### config.mk
export PLATFORM = sky130hd
export DESIGN_NAME = phm_timing_monitor
export DESIGN_NICKNAME = d
export VERILOG_FILES = /design/src/rtl/phm_pkg.sv /design/src/rtl/phm_limit_bank.sv /design/src/rtl/phm_handshake_fsm.sv /design/src/rtl/phm_err_status.sv /design/src/rtl/phm_timing_monitor.sv
export SDC_FILE = /design/constraint.sdc
export NUM_CORES = 1
export LEC_CHECK = 0
export BUFFER_PORTS_ARGS = -buffer_cell sky130_fd_sc_hd__buf_2
export CAP_MARGIN = 25
export CORE_MARGIN = 10
export CORE_UTILIZATION = 40
export DETAILED_ROUTE_END_ITERATION = 8
export GPL_TIMING_DRIVEN = 0
export HOLD_SLACK_MARGIN = 0.12
export MAX_ROUTING_LAYER = met4
export SETUP_SLACK_MARGIN = 0.4
export SKIP_CTS_REPAIR_TIMING = 1
export SYNTH_ARGS = -nofsm -noshare
export SYNTH_HDL_FRONTEND = slang
export SYNTH_HIERARCHICAL = 1
export SYNTH_SLANG_ARGS = --single-unit
### constraint.sdc
create_clock -name clk_i -period 3 [get_ports clk_i]
set_input_delay 0.15 -clock clk_i [delete_from_list [all_inputs] [get_ports clk_i]]
set_output_delay 0.15 -clock clk_i [all_outputs]
set_load 0.05 [all_outputs]
### src/rtl/phm_pkg.sv
package phm_pkg;

    typedef enum logic [2:0] {
        PH_IDLE,
        PH_WAIT_ACK,
        PH_RESP_LATE,
        PH_HOLD,
        PH_HOLD_OVER
    } phm_state_e;

    localparam int unsigned ERR_HOLD_BIT = 0;
    localparam int unsigned ERR_RESP_BIT = 1;
    localparam int unsigned ERR_W        = 2;

endpackage

### src/rtl/phm_limit_bank.sv
module phm_limit_bank #(
    parameter int LIM_W  = 16,
    parameter int N_COPY = 2,
    parameter int SEL_W  = 1
) (
    input  logic               clk,
    input  logic               rst_n,
    input  logic               wr_en,
    input  logic [SEL_W-1:0]   wr_copy,
    input  logic [2*LIM_W-1:0] wr_data,
    input  logic [SEL_W-1:0]   rd_copy,
    output logic [LIM_W-1:0]   hold_lim,
    output logic [LIM_W-1:0]   resp_lim
);

    logic [N_COPY-1:0][LIM_W-1:0] hold_all;
    logic [N_COPY-1:0][LIM_W-1:0] resp_all;

    for (genvar g = 0; g < N_COPY; g++) begin : g_copy
        logic [LIM_W-1:0] hold_r;
        logic [LIM_W-1:0] resp_r;

        always_ff @(posedge clk or negedge rst_n) begin
            if (!rst_n) begin
                hold_r <= '0;
                resp_r <= '0;
            end else if (wr_en && (wr_copy == SEL_W'(g))) begin
                hold_r <= wr_data[LIM_W-1:0];
                resp_r <= wr_data[2*LIM_W-1:LIM_W];
            end
        end

        assign hold_all[g] = hold_r;
        assign resp_all[g] = resp_r;
    end

    always_comb begin
        hold_lim = '0;
        resp_lim = '0;
        for (int c = 0; c < N_COPY; c++) begin
            if (rd_copy == SEL_W'(c)) begin
                hold_lim = hold_all[c];
                resp_lim = resp_all[c];
            end
        end
    end

endmodule

### src/rtl/phm_handshake_fsm.sv
module phm_handshake_fsm
    import phm_pkg::*;
#(
    parameter int LIM_W = 16,
    parameter int SEL_W = 1
) (
    input  logic             clk,
    input  logic             rst_n,
    input  logic             req,
    input  logic             ack,
    input  logic [SEL_W-1:0] sel_in,
    input  logic [LIM_W-1:0] hold_lim,
    input  logic [LIM_W-1:0] resp_lim,
    output logic [SEL_W-1:0] sel_q,
    output phm_state_e       state,
    output logic             resp_viol,
    output logic             hold_viol
);

    localparam logic [LIM_W-1:0] CNT_MAX = '1;

    phm_state_e       state_nxt;
    logic [LIM_W-1:0] resp_cnt;
    logic [LIM_W-1:0] hold_cnt;
    logic [LIM_W-1:0] resp_inc;
    logic [LIM_W-1:0] hold_inc;
    logic             resp_hit;
    logic             hold_hit;

    assign resp_inc = resp_cnt + 1'b1;
    assign hold_inc = hold_cnt + 1'b1;
    assign resp_hit = (resp_lim != '0) && (resp_cnt != CNT_MAX) && (resp_inc == resp_lim);
    assign hold_hit = (hold_lim != '0) && (hold_cnt != CNT_MAX) && (hold_inc == hold_lim);

    // state register
    always_ff @(posedge clk or negedge rst_n) begin
        if (!rst_n) begin
            state <= PH_IDLE;
        end else begin
            state <= state_nxt;
        end
    end

    // next-state selection
    always_comb begin
        state_nxt = state;
        unique case (state)
            PH_IDLE: begin
                if (req) begin
                    state_nxt = ack ? PH_HOLD : PH_WAIT_ACK;
                end
            end
            PH_WAIT_ACK: begin
                if (!req) begin
                    state_nxt = PH_IDLE;
                end else if (ack) begin
                    state_nxt = PH_HOLD;
                end else if (resp_hit) begin
                    state_nxt = PH_RESP_LATE;
                end
            end
            PH_RESP_LATE: begin
                if (!req) begin
                    state_nxt = PH_IDLE;
                end else if (ack) begin
                    state_nxt = PH_HOLD;
                end
            end
            PH_HOLD: begin
                if (!req) begin
                    state_nxt = PH_IDLE;
                end else if (hold_hit) begin
                    state_nxt = PH_HOLD_OVER;
                end
            end
            PH_HOLD_OVER: begin
                if (!req) begin
                    state_nxt = PH_IDLE;
                end
            end
            default: state_nxt = PH_IDLE;
        endcase
    end

    // outputs
    always_comb begin
        resp_viol = 1'b0;
        hold_viol = 1'b0;
        unique case (state)
            PH_WAIT_ACK:  resp_viol = req && !ack && resp_hit;
            PH_HOLD:      hold_viol = req && hold_hit;
            PH_IDLE, PH_RESP_LATE, PH_HOLD_OVER: begin
                resp_viol = 1'b0;
                hold_viol = 1'b0;
            end
            default: begin
                resp_viol = 1'b0;
                hold_viol = 1'b0;
            end
        endcase
    end

    // phase counters and copy latch
    always_ff @(posedge clk or negedge rst_n) begin
        if (!rst_n) begin
            resp_cnt <= '0;
            hold_cnt <= '0;
            sel_q    <= '0;
        end else begin
            if (state == PH_IDLE && req) begin
                sel_q <= sel_in;
            end
            if (state != PH_WAIT_ACK) begin
                resp_cnt <= '0;
            end else if (req && !ack && resp_cnt != CNT_MAX) begin
                resp_cnt <= resp_inc;
            end
            if (state != PH_HOLD) begin
                hold_cnt <= '0;
            end else if (req && hold_cnt != CNT_MAX) begin
                hold_cnt <= hold_inc;
            end
        end
    end

endmodule

### src/rtl/phm_err_status.sv
module phm_err_status #(
    parameter int ERR_W = 2
) (
    input  logic             clk,
    input  logic             rst_n,
    input  logic [ERR_W-1:0] set_vec,
    input  logic             clr_en,
    input  logic [ERR_W-1:0] clr_mask,
    output logic [ERR_W-1:0] status
);

    for (genvar b = 0; b < ERR_W; b++) begin : g_bit
        logic bit_q;

        always_ff @(posedge clk or negedge rst_n) begin
            if (!rst_n) begin
                bit_q <= 1'b0;
            end else if (set_vec[b]) begin
                bit_q <= 1'b1;
            end else if (clr_en && clr_mask[b]) begin
                bit_q <= 1'b0;
            end
        end

        assign status[b] = bit_q;
    end

endmodule

### src/rtl/phm_timing_monitor.sv
module phm_timing_monitor
    import phm_pkg::*;
#(
    parameter int LIM_W  = 16,
    parameter int N_COPY = 2,
    localparam int SEL_W = (N_COPY > 1) ? $clog2(N_COPY) : 1
) (
    input  logic               clk_i,
    input  logic               rst_ni,
    input  logic               phy_req_i,
    input  logic               ctrl_ack_i,
    input  logic [SEL_W-1:0]   freq_sel_i,
    input  logic               lim_wr_en_i,
    input  logic [SEL_W-1:0]   lim_wr_copy_i,
    input  logic [2*LIM_W-1:0] lim_wr_data_i,
    input  logic               err_clr_en_i,
    input  logic [1:0]         err_clr_mask_i,
    output logic [1:0]         err_status_o,
    output logic               irq_o
);

    logic [SEL_W-1:0] sel_active;
    logic [LIM_W-1:0] hold_lim_sel;
    logic [LIM_W-1:0] resp_lim_sel;
    logic             resp_viol;
    logic             hold_viol;
    phm_state_e       fsm_state;
    logic [ERR_W-1:0] viol_vec;

    phm_limit_bank #(
        .LIM_W  (LIM_W),
        .N_COPY (N_COPY),
        .SEL_W  (SEL_W)
    ) u_bank (
        .clk      (clk_i),
        .rst_n    (rst_ni),
        .wr_en    (lim_wr_en_i),
        .wr_copy  (lim_wr_copy_i),
        .wr_data  (lim_wr_data_i),
        .rd_copy  (sel_active),
        .hold_lim (hold_lim_sel),
        .resp_lim (resp_lim_sel)
    );

    phm_handshake_fsm #(
        .LIM_W (LIM_W),
        .SEL_W (SEL_W)
    ) u_fsm (
        .clk       (clk_i),
        .rst_n     (rst_ni),
        .req       (phy_req_i),
        .ack       (ctrl_ack_i),
        .sel_in    (freq_sel_i),
        .hold_lim  (hold_lim_sel),
        .resp_lim  (resp_lim_sel),
        .sel_q     (sel_active),
        .state     (fsm_state),
        .resp_viol (resp_viol),
        .hold_viol (hold_viol)
    );

    always_comb begin
        viol_vec               = '0;
        viol_vec[ERR_HOLD_BIT] = hold_viol;
        viol_vec[ERR_RESP_BIT] = resp_viol;
    end

    phm_err_status #(
        .ERR_W (ERR_W)
    ) u_status (
        .clk      (clk_i),
        .rst_n    (rst_ni),
        .set_vec  (viol_vec),
        .clr_en   (err_clr_en_i),
        .clr_mask (err_clr_mask_i),
        .status   (err_status_o)
    );

    assign irq_o = |err_status_o;

endmodule

==> impl_results.md <==
- Initial antenna violation count: 0
- GRT met1 Usage: 17.3%
- Vias: 4583
- Die ar.: approximately 20000 um2
- CP required: approximately 3.3 ns
- P_sw: roughly 1500 uW
- H-tree depth: 3
- #FFs+latches synth: a little over 100
- Detail Placement HPWL: 10.3 mm
- Clock share of power: between 20% and 30%
- Max_cap viols: 0
- Sequential share of the synthesized area: 43.1%
- Slew HR: a little over two fifths
- Yosys cell types: 72
- Largest cells by area after synthesis: dfrtp_1, mux2_2, xnor2_1, mux2_4, xor2_1
- CTS max path bufs: 2
- Fin cells: 826
- Slew @ Worst Pin: approximately 0.84 ns
- Critical path start-end classification: reg -> reg
- CTS tree: yes
- Antenna diode count: 0
- Final WL: 14.6 mm
- Pre-antenna DRT Iters: 5
- Worst hold path class: in -> reg
- Synth async-reset ratio: 100%
- Met2 usage: 24.6%
- Initial Util: 40.7%
- Vias per cell: roughly 5.5
- Final Max Tran Viols: 0
- Gp weighted congestion: 0.882
- Dominant synthesized flop cell: dfrtp_1
- First-pass GRT wire length: 23.3 mm
- Status: finished clean
- Buffers plus inverters on the worst setup path: 2
- Clk_lat worst skew: 0.35 ns
- TNS Setup: 0 ns
- R2r worst-path depth: 10
- Combinational share of power: 39.0%
- Total GRT Usage: approximately 15%
- RR Endpoint: u_fsm/state[0]
- Min cycle time layout: 2.80 ns
- Part of the power in registers: roughly 36%
- Final hold violation count: 0
- Core ar.: 14500 um2
- Worst reg-to-reg setup slack: ~0.20 ns
- Worst R2R Start: u_fsm/sel_q
- Initial DRC count: 308
- Die width: 142 um
- RSZ-0062 raised after global routing: yes
- Io pins: 45
- Worst-path clk slew: 0.07 ns
- Synth Warn #: 6
- Vias in the first global route: 4539
- Worst Clk Skew: 0.00949 ns
- Leading area contributor after synthesis: dfrtp_1
- Static Leak: 0.00306 uW
- Num CTS Buffers: 9
- Syn_nets: just under 600
- Mapped Cells: 538
- Share of cells above drive strength 1: 35.4%
- Num rows: 44
- Pwr Density: about 600 nW/um2
- Start point of the worst hold path: ctrl_ack_i
- Top cell type's share of synthesized area: a little over two fifths
- Area delta synth->final: 24.6%
- Met3 usage: 4.04%
- Period utilization: 93.3%
- WL/cell: 17.7 um
- Remaining antenna violation count: 0
- Post-Syn Area per Cell: 11.0 um2
- # DRC: 0
- Final net count: roughly 680
- Crit. End Element: flip-flop
- Die Ht: 142 um
- Setup Viol. Count Final: 0
- Startpoint Class: flip-flop
- Net Sw Frac: 33.7%
- Synthesized cell area: approximately 5900 um2
- Cells along the critical path: buf_6 -> buf_12 -> mux2_4 -> or4_4 -> o211ai_1 -> a31oi_4 -> and4bb_1 -> a21o_4 -> nand3_2 -> o21a_1
- Congestion Overflow GR: 0
- Gr busiest metal: met2
- Placed Cells incl. Taps: 767
- Int Power: roughly 3000 uW
- Crit-path leading delay family: simple AND/OR/NAND/NOR gates
- Max stage delay on crit path: around 0.55 ns
- Pin count of the biggest net entering global routing: 53
- VDD IR-drop max: approximately 0.00030 V
- Critical-path cell with the highest stage delay: or4_4
- Worst Hold Depth: 4
- Clk sinks: between 100 and 150
- CP Data Arrival Time: 3.05 ns
- Post-synth EDFFs: 0
- PortBufs: 44
- CP max FO: 10
- Clock Tree Root: clkbuf_16
- Fmax: 357 MHz
- Hold worst-path end: u_fsm/state[0]
sequential cells by signal (all words and copies together), names as in the netlist:
register / flops
u_bank/g_copy.hold_r: 32
u_bank/g_copy.resp_r: 32
u_fsm/hold_cnt: 16
u_status/g_bit.bit_q: 2
u_fsm/sel_q: 1
u_fsm/resp_cnt: 16
u_fsm/state: 3
per-stage QoR:
step | utilization (%) | worst slack (ns) | power, uW | instance area, um2 | hold WS, ns
4_1_cts | 46.0 | -0.403 | 4290 | 6680 | -0.139
3_5_place_dp | 44.0 | -0.384 | 3130 | 6400 | 0.244
5_1_grt | 50.7 | 0.133 | 4800 | 7370 | 0.263
2_1_floorplan | - | 0.408 | 2740 | 5920 | -0.146
6_report | 50.7 | 0.200 | 4530 | 7370 | 0.246
3_3_place_gp | 43.8 | -0.373 | 3090 | 6370 | 0.395
area by class of cell:
class / count / area (um2)
sequential: 102 / 2550
fill: 1312 / 7160
buffer: 26 / 220
multi-input combinational: 400 / 3380
inverter: 10 / 37.5
clock buffer: 11 / 243
timing repair buffer: 88 / 668
tap: 184 / 230
clock inverter: 5 / 42.5
per-layer routing:
metal	wire length (um)	vias up	part of all wire (%)
met5	0	-	0
met4	218	0	1.5
met3	534	17	3.7
met2	7590	85	52
met1	6260	2301	43
li1	-	2180	-
placed cells by master, fill, tap and decap left out, types with 9 or more instances in the layout:
cell	instances
dfrtp_1	102
nand4_1	12
nand2_1	27
nor2_1	33
dlygate4sd3_1	38
buf_2	48
xnor2_1	26
a21oi_1	13
buf_4	13
o21ai_0	24
mux2_4	16
mux2_2	82
inv_1	10
nand3_1	15
xor2_1	14
clkbuf_16	9
o31ai_1	13
cells in the mapped netlist, types with 3 or more instances:
library cell and instances:
buf_4 10, mux2i_1 4, nor3_1 10, mux2_2 86, a32oi_1 3, buf_2 5, o31ai_1 13, o21ai_0 24
nor2_1 33, nand3_1 18, nand2_1 28, nand2b_1 5, and2_1 5, xor2_1 16, nor4_1 13, dfrtp_1 102
o41ai_1 3, nand4_1 12, and3_1 6, nor4_2 3, mux2_4 10, clkbuf_1 6, or3_1 8, a21oi_1 13
buf_6 5, inv_1 10, xnor2_1 27, a21o_1 4
cell families (layout without fill, tap and decap cells):
logic type	after synthesis	count (layout)	synth area share (%)
simple gates	170	170	16.7
buf+inv	36	140	3.66
mux	102	102	20.0
xor+xnor	43	43	6.36
flops	102	102	43.1
compound gates	83	83	9.79
fa+ha+maj	2	2	0.423
how the worst max path moves through the flow:
stage                     endpoint  cells after the start               from  slack (ns)
finish              u_fsm/state[0]                     10        u_fsm/sel_q        0.20
detailed placement  u_fsm/state[0]                      9  u_fsm/resp_cnt[0]       -0.38
CTS                 u_fsm/state[0]                      9  u_fsm/resp_cnt[0]       -0.40
floorplan           u_fsm/state[1]                     10        u_fsm/sel_q        0.41
global placement    u_fsm/state[0]                      9  u_fsm/resp_cnt[0]       -0.37
global route        u_fsm/state[1]                     10        u_fsm/sel_q        0.13
power groups by stage:
stage | clock network, uW | logic, uW | registers [uW]
after floorplan | 0 | 1120 | 1620
after global placement | 0 | 1450 | 1640
after detailed placement | 0 | 1490 | 1650
after CTS | 1180 | 1500 | 1620
after global routing | 1250 | 1900 | 1650
final | 1140 | 1770 | 1620
worst register-to-register path: cells and delay by family, from the launching register on:
| kind | cells | cell delay, ns |
|---|---|---|
| mux | 1 | 0.34 |
| flops | 1 | 0.41 |
| simple gates | 3 | 0.91 |
| compound gates | 4 | 0.73 |
| buf+inv | 2 | 0.31 |
Power figures use the tool's default switching activity.
